## src/rtl/mrf_pkg.sv

```systemverilog
// Package: shared constants, class encoding and index-to-class mapping for
// the mixed-class register bank. Assumes the class of a register depends
// only on its index.
package mrf_pkg;

    localparam int NUM_REGS   = 8;
    localparam int IDX_W      = $clog2(NUM_REGS);
    localparam int BUS_W      = 32;
    localparam int NARROW_W   = 16;
    localparam int CMD_W      = 8;
    localparam int FIRST_UNS  = 4;   // first unsigned register
    localparam int FIRST_FLT  = 6;   // first float register
    localparam int PTR_SRC    = 4;   // register copied into SP/BP

    localparam logic [CMD_W-1:0] CMD_LOAD_SP = CMD_W'(60);
    localparam logic [CMD_W-1:0] CMD_LOAD_BP = CMD_W'(61);

    typedef enum logic [1:0] {
        CLS_SIGNED   = 2'b00,
        CLS_UNSIGNED = 2'b01,
        CLS_FLOAT    = 2'b10
    } reg_class_e;

    // Map a register index to its fixed class.
    function automatic reg_class_e class_of(input int idx);
        if (idx < FIRST_UNS)      return CLS_SIGNED;
        else if (idx < FIRST_FLT) return CLS_UNSIGNED;
        else                      return CLS_FLOAT;
    endfunction

endpackage

```

## src/rtl/mrf_slot.sv

```systemverilog
// Module: one storage register of the bank.
// Stores STORE_W bits taken from the low end of the write word and presents
// them widened to BUS_W bits, by sign or zero extension.
// Assumes STORE_W <= BUS_W. Reset is synchronous and active low.
module mrf_slot #(
    parameter int BUS_W    = 32,
    parameter int STORE_W  = 16,
    parameter bit SIGN_EXT = 1'b1
) (
    input  logic             clk,
    input  logic             rst_n,
    input  logic             we,
    input  logic [BUS_W-1:0] d,
    output logic [BUS_W-1:0] q_ext
);

    localparam int PAD_W = (BUS_W > STORE_W) ? BUS_W - STORE_W : 1;

    logic [STORE_W-1:0] q;

    // Capture the trimmed write word, or clear on reset.
    always_ff @(posedge clk) begin
        if (!rst_n)  q <= '0;
        else if (we) q <= d[STORE_W-1:0];
    end

    generate
        if (STORE_W >= BUS_W) begin : g_full
            // Full-width register: bits pass through unchanged.
            always_comb q_ext = q;
        end else if (SIGN_EXT) begin : g_sext
            // Signed register: replicate the top stored bit.
            always_comb q_ext = {{PAD_W{q[STORE_W-1]}}, q};
        end else begin : g_zext
            // Unsigned register: pad with zeros.
            always_comb q_ext = {{PAD_W{1'b0}}, q};
        end
    endgenerate

    // Written data shows up after the edge.
    assert_store_R5: assert property (@(posedge clk) disable iff (!rst_n)
        we |=> q == $past(d[STORE_W-1:0]));

    // Without a write strobe the register holds.
    assert_hold_R5: assert property (@(posedge clk) disable iff (!rst_n)
        !we |=> $stable(q));

    // Reset clears the stored value.
    assert_clear_R10: assert property (@(posedge clk)
        !rst_n |=> q == '0);

endmodule

```

## src/rtl/mrf_rdport.sv

```systemverilog
// Module: one combinational read port.
// Selects one extended register word by index and reports the class of
// that index. Assumes the bank array is already extended to BUS_W bits.
module mrf_rdport
    import mrf_pkg::*;
#(
    parameter int N     = 8,
    parameter int BUS_W = 32,
    parameter int IW    = $clog2(N)
) (
    input  logic [BUS_W-1:0] bank [N],
    input  logic [IW-1:0]    idx,
    output logic [BUS_W-1:0] data,
    output logic [1:0]       cls
);

    // Route the selected word and derive its class tag.
    always_comb begin
        data = bank[idx];
        cls  = class_of(int'(idx));
    end

endmodule

```

## src/rtl/mrf_stackptr.sv

```systemverilog
// Module: hidden stack pointer and base pointer.
// Each one is loaded only by its own command code, from the source register
// value presented before the edge. All other cycles hold both pointers.
// Reset is synchronous and active low.
module mrf_stackptr
    import mrf_pkg::*;
#(
    parameter int PTR_W = 16,
    parameter int CW    = 8
) (
    input  logic             clk,
    input  logic             rst_n,
    input  logic             cmd_valid,
    input  logic [CW-1:0]    cmd_code,
    input  logic [PTR_W-1:0] src,
    output logic [PTR_W-1:0] sp,
    output logic [PTR_W-1:0] bp
);

    logic load_sp;
    logic load_bp;

    // Decode the two pointer-load commands.
    always_comb begin
        load_sp = cmd_valid && (cmd_code == CW'(CMD_LOAD_SP));
        load_bp = cmd_valid && (cmd_code == CW'(CMD_LOAD_BP));
    end

    // Stack pointer register.
    always_ff @(posedge clk) begin
        if (!rst_n)       sp <= '0;
        else if (load_sp) sp <= src;
    end

    // Base pointer register.
    always_ff @(posedge clk) begin
        if (!rst_n)       bp <= '0;
        else if (load_bp) bp <= src;
    end

    assert_sp_load_R6: assert property (@(posedge clk) disable iff (!rst_n)
        (cmd_valid && cmd_code == CW'(60)) |=> sp == $past(src));

    assert_bp_load_R7: assert property (@(posedge clk) disable iff (!rst_n)
        (cmd_valid && cmd_code == CW'(61)) |=> bp == $past(src));

    assert_ptr_hold_R9: assert property (@(posedge clk) disable iff (!rst_n)
        (!cmd_valid || (cmd_code != CW'(60) && cmd_code != CW'(61)))
        |=> ($stable(sp) && $stable(bp)));

    assert_ptr_clear_R10: assert property (@(posedge clk)
        !rst_n |=> (sp == '0 && bp == '0));

endmodule

```

## src/rtl/mixed_regfile.sv

```systemverilog
// Module: top of the mixed-class register bank.
// Eight registers whose class is fixed by index, two combinational read
// ports, one synchronous write port, and hidden stack and base pointers
// that are loaded from register PTR_SRC by command. Reset is synchronous
// and active low.
module mixed_regfile
    import mrf_pkg::*;
#(
    parameter int N_REGS   = mrf_pkg::NUM_REGS,
    parameter int DATA_W   = mrf_pkg::BUS_W,
    parameter int SHORT_W  = mrf_pkg::NARROW_W,
    parameter int CODE_W   = mrf_pkg::CMD_W
) (
    input  logic                      clk,
    input  logic                      rst_n,
    input  logic                      wr_en,
    input  logic [$clog2(N_REGS)-1:0] wr_idx,
    input  logic [DATA_W-1:0]         wr_data,
    input  logic [$clog2(N_REGS)-1:0] rd_a_idx,
    output logic [DATA_W-1:0]         rd_a_data,
    output logic [1:0]                rd_a_class,
    input  logic [$clog2(N_REGS)-1:0] rd_b_idx,
    output logic [DATA_W-1:0]         rd_b_data,
    output logic [1:0]                rd_b_class,
    input  logic                      cmd_valid,
    input  logic [CODE_W-1:0]         cmd_code,
    output logic [SHORT_W-1:0]        sp_out,
    output logic [SHORT_W-1:0]        bp_out
);

    localparam int IW = $clog2(N_REGS);

    logic [DATA_W-1:0] bank_ext [N_REGS];
    logic [N_REGS-1:0] slot_we;

    // One-hot write strobe for the addressed register.
    always_comb begin
        slot_we = '0;
        if (wr_en) slot_we[wr_idx] = 1'b1;
    end

    // Build one storage slot per register, sized and extended by class.
    generate
        for (genvar i = 0; i < N_REGS; i++) begin : g_slot
            localparam bit IS_FLT = (class_of(i) == CLS_FLOAT);
            localparam bit IS_SGN = (class_of(i) == CLS_SIGNED);
            mrf_slot #(
                .BUS_W   (DATA_W),
                .STORE_W (IS_FLT ? DATA_W : SHORT_W),
                .SIGN_EXT(IS_SGN)
            ) u_slot (
                .clk  (clk),
                .rst_n(rst_n),
                .we   (slot_we[i]),
                .d    (wr_data),
                .q_ext(bank_ext[i])
            );
        end
    endgenerate

    mrf_rdport #(.N(N_REGS), .BUS_W(DATA_W), .IW(IW)) u_rd_a (
        .bank(bank_ext),
        .idx (rd_a_idx),
        .data(rd_a_data),
        .cls (rd_a_class)
    );

    mrf_rdport #(.N(N_REGS), .BUS_W(DATA_W), .IW(IW)) u_rd_b (
        .bank(bank_ext),
        .idx (rd_b_idx),
        .data(rd_b_data),
        .cls (rd_b_class)
    );

    mrf_stackptr #(.PTR_W(SHORT_W), .CW(CODE_W)) u_ptrs (
        .clk      (clk),
        .rst_n    (rst_n),
        .cmd_valid(cmd_valid),
        .cmd_code (cmd_code),
        .src      (bank_ext[PTR_SRC][SHORT_W-1:0]),
        .sp       (sp_out),
        .bp       (bp_out)
    );

    // A signed tag must come with a sign-extended word.
    assert_sext_R2: assert property (@(posedge clk) disable iff (!rst_n)
        rd_a_class == 2'b00 |->
        rd_a_data[DATA_W-1:SHORT_W] == {(DATA_W-SHORT_W){rd_a_data[SHORT_W-1]}});

    // An unsigned tag must come with zero upper bits.
    assert_zext_R3: assert property (@(posedge clk) disable iff (!rst_n)
        rd_b_class == 2'b01 |-> rd_b_data[DATA_W-1:SHORT_W] == '0);

    // Class tags never take the unused code.
    assert_class_legal_R1: assert property (@(posedge clk) disable iff (!rst_n)
        rd_a_class != 2'b11 && rd_b_class != 2'b11);

    // A full-width write to a float register is read back whole.
    assert_float_whole_R4: assert property (@(posedge clk) disable iff (!rst_n)
        (wr_en && wr_idx >= IW'(6) && rd_a_idx == wr_idx) |=>
        (rd_a_idx != $past(rd_a_idx) || rd_a_data == $past(wr_data)));

endmodule

```

## config.mk

```make
export PLATFORM = sky130hd
export DESIGN_NAME = mixed_regfile
export DESIGN_NICKNAME = d
export VERILOG_FILES = /design/src/rtl/mrf_pkg.sv /design/src/rtl/mrf_slot.sv /design/src/rtl/mrf_rdport.sv /design/src/rtl/mrf_stackptr.sv /design/src/rtl/mixed_regfile.sv
export SDC_FILE = /design/constraint.sdc
export NUM_CORES = 1
export LEC_CHECK = 0
export BUFFER_PORTS_ARGS = -buffer_cell sky130_fd_sc_hd__buf_2
export CAP_MARGIN = 5
export CORE_MARGIN = 2
export CORE_UTILIZATION = 60
export DETAILED_ROUTE_END_ITERATION = 12
export GPL_ROUTABILITY_DRIVEN = 0
export GPL_TIMING_DRIVEN = 0
export PLACE_DENSITY = 0.84
export SKIP_CTS_REPAIR_TIMING = 1
export SLEW_MARGIN = 5
export SYNTH_ARGS = -nofsm -noshare
export SYNTH_HDL_FRONTEND = slang
export SYNTH_SLANG_ARGS = --single-unit
```

## constraint.sdc

```tcl
create_clock -name clk -period 5.5 [get_ports clk]
set_input_delay 1.65 -clock clk [delete_from_list [all_inputs] [get_ports clk]]
set_output_delay 1.65 -clock clk [all_outputs]
set_load 0.02 [all_outputs]
```

# [After elaboration in Yosys (flattened, before gate mapping)]
# Cells that the tools add are included.
# Widths: inputs -> output; s select.
[op_classes] muxes=13 n_eq_ne=2 n_lt_le_gt_ge=8 n_reduce_logical=3 n_bitwise=2
[op_table] cell="$bmux 32 s3" count=2
[op_table] cell="$mux 32" count=4
[op_table] cell="$eq 8x6->1 const B" count=2
[op_table] cell="$lt 3x3->1 const B" count=4
[op_table] cell="$ge 4x4->1 const B" count=2
[op_table] cell="$mux 2" count=4
[op_table] cell="$mux 8" count=1
[op_table] cell="$not 3->4" count=2
[op_table] cell="$lt 3x4->1 const B" count=1
[op_table] cell="$demux 1 s3" count=1
[op_table] cell="$ge 3x1->1 const B" count=1
[op_table] cell="$logic_and 1x1->1" count=3
[op_table] cell="$mux 1" count=1
[totals] in_bits=53 ff_bits=192 elab_cells=38 output_inout_bits=100

# [Logic depth before layout (Yosys ltp)]
[depth] word_depth=5 mapped_depth=6 ltp_nobuf=3

# [Cells and area by module]
# Synthesis repeated with hierarchy kept, for this count alone.
[unflattened] hier_cells=975 area_unflattened_um2=12141.6
[modules_own_cells] module="mrf_rdport" seq_area_each_um2=0.0 n_inst=2 cells_per_inst=116 area_per_inst_um2=1930.6
[modules_own_cells] module="mrf_slot (g_slot[0].u_slot ...)" seq_area_each_um2=320.3 n_inst=4 cells_per_inst=67 area_per_inst_um2=735.7
[modules_own_cells] module="mrf_slot (g_slot[6].u_slot ...)" seq_area_each_um2=640.6 n_inst=2 cells_per_inst=103 area_per_inst_um2=1243.7
[modules_own_cells] module="mrf_slot (g_slot[4].u_slot ...)" seq_area_each_um2=320.3 n_inst=2 cells_per_inst=68 area_per_inst_um2=739.5
[modules_own_cells] module="mrf_stackptr" seq_area_each_um2=640.6 n_inst=1 cells_per_inst=125 area_per_inst_um2=1276.2
[modules_own_cells] module="mixed_regfile" seq_area_each_um2=0.0 n_inst=1 cells_per_inst=8 area_per_inst_um2=95.1

# [Worst setup path after synthesis]
# OpenSTA, ideal clock, no wires.
[synth_timing] path_type="input-to-output" startpoint="input port rd_a_idx[0]" endpoint="output port rd_a_data[19]" n_path_buf=3 t_arrival_ns=2.793 path_stages=5 path_slack_ns=1.057 required_time_ns=3.850 cell_sequence="buf_2 > buf_4 > buf_4 > mux2i_1 > o21ai_0"
[synth_via] elab_chain_len=4
[synth_lines] item="from (decl)" line_no="mixed_regfile.sv:19" rtl="input logic [$clog2(N_REGS)-1:0] rd_a_idx,"
[synth_lines] item="$not 3->4 (not written as such)" line_no="mrf_rdport.sv:19" rtl="data = bank[idx];"
[synth_lines] item="$bmux 32 s3" line_no="mrf_rdport.sv:19"
[synth_lines] item="$mux 32 (not written as such) (2 in series)" line_no="mrf_rdport.sv:19"
[synth_lines] item="to (decl)" line_no="mixed_regfile.sv:20" rtl="output logic [DATA_W-1:0] rd_a_data,"
# Every way passes these cells. The select of a mux whose other input is x is not followed.

# [Worst setup path after layout]
[layout_timing] startpoint="input port rd_b_idx[0]" endpoint="output port rd_b_data[0]"
[layout_via] elab_chain_len=4
[layout_lines] item="from (decl)" line_no="mixed_regfile.sv:22" rtl="input logic [$clog2(N_REGS)-1:0] rd_b_idx,"
[layout_lines] item="$not 3->4 (not written as such)" line_no="mrf_rdport.sv:19"
[layout_lines] item="$bmux 32 s3" line_no="mrf_rdport.sv:19"
[layout_lines] item="$mux 32 (not written as such) (2 in series)" line_no="mrf_rdport.sv:19"
[layout_lines] item="to (decl)" line_no="mixed_regfile.sv:23" rtl="output logic [DATA_W-1:0] rd_b_data,"
# Every way passes these cells. The select of a mux whose other input is x is not followed.

==> impl_metrics.csv <==
group,metric,value,unit
setup_path,cp.arrival,3.33,ns
clock_network,cts_max_level,4,
sta,fin_skew,0.00738,ns
yosys,yosys-top-cells-area,"dfxtp_1 38%, nand2_1 14%, mux4_1 12%",
detailed_routing,antenna_left,0,
yosys,ys.warnings.count,0,
detailed_routing,firstDrtPassIters,6,
sta,final_hold_viol_count,0,
placed_design,dpl.hpwl,21000,um
sta,rsz0062_at_grt,"false",
worst_hold_path,min_path_cells,2,
setup_path,path_max_fanout,10,
cells_and_area,antenna_cells,0,
yosys,syn_area_per_cell,9.56,um2
clock_network,cts_tree,"done",
grt,use_met1,44.6,%
floorplan,rows,47,
grt,grt_max_degree,19,
floorplan,die_w,133,um
sta,max_freq,201,MHz
yosys,async_flop_share,0,%
yosys,synth-seq-area-share,38.3,%
yosys,ys.flop_type,"dfxtp_1",
yosys,syn_nets,1102,
setup_path,worst-setup-path-type,"in -> out",
yosys,synth_edf_count,0,
grt,grt-busiest-layer,"met2",
job,drv_cap,0,
grt,grt_pass1_vias,8286,
grt,grt_pass1_wl,45700,um
detailed_routing,via_per_inst,6.14,
sta,finalSetupViolations,0,
setup_path,crit_path_end_kind,"output port",
detailed_routing,drt_iter0_markers,812,
worst_hold_path,holdCritPathClass,"reg -> reg",
detailed_routing,routedWlPerCell,20.5,um
clock_network,cts_buffers,17,
detailed_routing,wirelength,29300,um
detailed_routing,drc,0,
sta,slew_headroom,44.4,%
grt,grt.overflow.total,0,
sta,tns,0,ns
clock_network,clk_latency,0.45,ns
sta,worst_pin_slew,0.834,ns
setup_path,required,3.85,ns
cells_and_area,area_growth,15.0,%
yosys,syn_inst,1049,
pwr,power.leakage,4.82,nW
grt,met2_usage,53.5,%
sta,fin_crit_sh,90.5,%
yosys,yosysMostFrequentCell,"nand2_1",
yosys,yosys.area.top_type,"dfxtp_1",
pwr,p_per_area,258,nW/um2
detailed_routing,vias,8792,
status,outcome,"finished clean",
yosys,synth_seq_cells,192,
sta,fin_crit,4.98,ns
yosys,ys_types,27,
grt,use_met3,6.51,%
floorplan,core,16500,um2
pwr,power.total,2.97,mW
pwr,peakVddDrop,0.000239,V
cells_and_area,num-nets-final,1252,
sta,drv_slew,0,
grt,track_usage,33.3,%
floorplan,io_pins,153,
yosys,yosysTopAreaCellShare,38.3,%
yosys,netlist_top_cells_count,"374 x nand2_1, 192 x dfxtp_1, 104 x a21boi_0",
clock_network,clk_path_buf_depth,2,
clock_network,path_clk_slew,0.07,ns
setup_path,startpoint_type,"input pin",
yosys,synthesis.area,10000,um2
floorplan,start_util,60.9,%
setup_path,r2r_cells,2,
clock_network,ctsRootBufferMaster,"clkbuf_16",
clock_network,clkSinkCount,192,
cells_and_area,drive_gt1_share,23.7,%
floorplan,die_h,133,um
floorplan,die-area,17800,um2
grt,antenna_found_initial,0,
placed_design,port_buffers,131,
routing by layer:
metal  share of wire (%)  vias to the layer above
met4                 3.1                        0
met1                  40                     4211
met3                  10                       90
met2                  46                      547
li1                    -                     3944
met5                   0                        -
final cells by class:
type	count	area, um2
plain buffers	107	583
clock buffers	17	425
clock inverters	15	146
fillers	1231	4930
inverters	2	7.51
multi-input cells	748	5600
flip-flops and latches	192	3840
well taps	220	275
repair buffers	131	656
logic make-up after synthesis:
family                 synth area share, %
AND/OR/NAND/NOR                       16.4
AO/OA/AOI/OAI                         13.6
flip-flops                            38.3
multiplexers                          25.8
buffers and inverters                 5.89
registers in the layout, indices dropped and copies added (netlist names):
| name | cells |
|---|---|
| u_ptrs.sp | 16 |
| u_ptrs.bp | 16 |
| g_slot.u_slot.q_ext | 64 |
| g_slot.u_slot.q | 96 |
worst paths after layout:
kind / start / endpoint / slack (ns)
max: rd_b_idx[0] / rd_b_data[0] / 0.52
min: u_ptrs.bp[7] / u_ptrs.bp[7] / 0.46
max reg2reg: g_slot[4].u_slot.q[13] / u_ptrs.sp[13] / 4.69
min reg2reg: u_ptrs.bp[7] / u_ptrs.bp[7] / 0.46
critical path, cell delays in order:
cell    delay, ns
buf_2        0.13
buf_1        0.62
mux4_2       0.44
mux2_2       0.31
buf_2        0.17
through the flow:
stage / area (um2) / hold slack, ns / cells / utilization [%] / setup WS, ns
CTS: 11500 / 0.462 / 1432 / 70.0 / 0.569
detailed placement: 11000 / 0.444 / 1400 / 66.6 / 0.590
finish: 11500 / 0.461 / 1432 / 70.0 / 0.524
global placement: 11000 / 0.439 / 1400 / 66.6 / 0.605
global route: 11500 / 0.475 / 1432 / 70.0 / 0.440
floorplan: 10000 / 0.438 / 1049 / - / 1.06
layout by cell type (no fill, tap or decap), types with 3 or more instances in the layout:
cell type   netlist  routed
nand2_1         374     374
dfxtp_1         192     192
buf_2            43     174
a21boi_0        104     104
mux2i_1          64      64
a21boi_1         56      56
mux4_1           44      44
clkbuf_1         33      33
o21ai_0          32      32
mux2_2           30      30
mux4_2           20      20
clkbuf_16         0      17
buf_4            16      16
buf_6             9       9
inv_6             0       7
buf_1             6       6
clkinvlp_4        0       5
and4bb_2          4       4
and4b_1           4       4
nand4bb_1         3       3
nand4b_1          3       3
where the power goes:
part | switching [mW] | internal (mW) | total, mW
registers | 0.0196 | 1.41 | 1.43
clock network | 0.598 | 0.635 | 1.23
logic | 0.183 | 0.123 | 0.306
total | 0.800 | 2.17 | 2.97
Power figures use the tool's default switching activity.
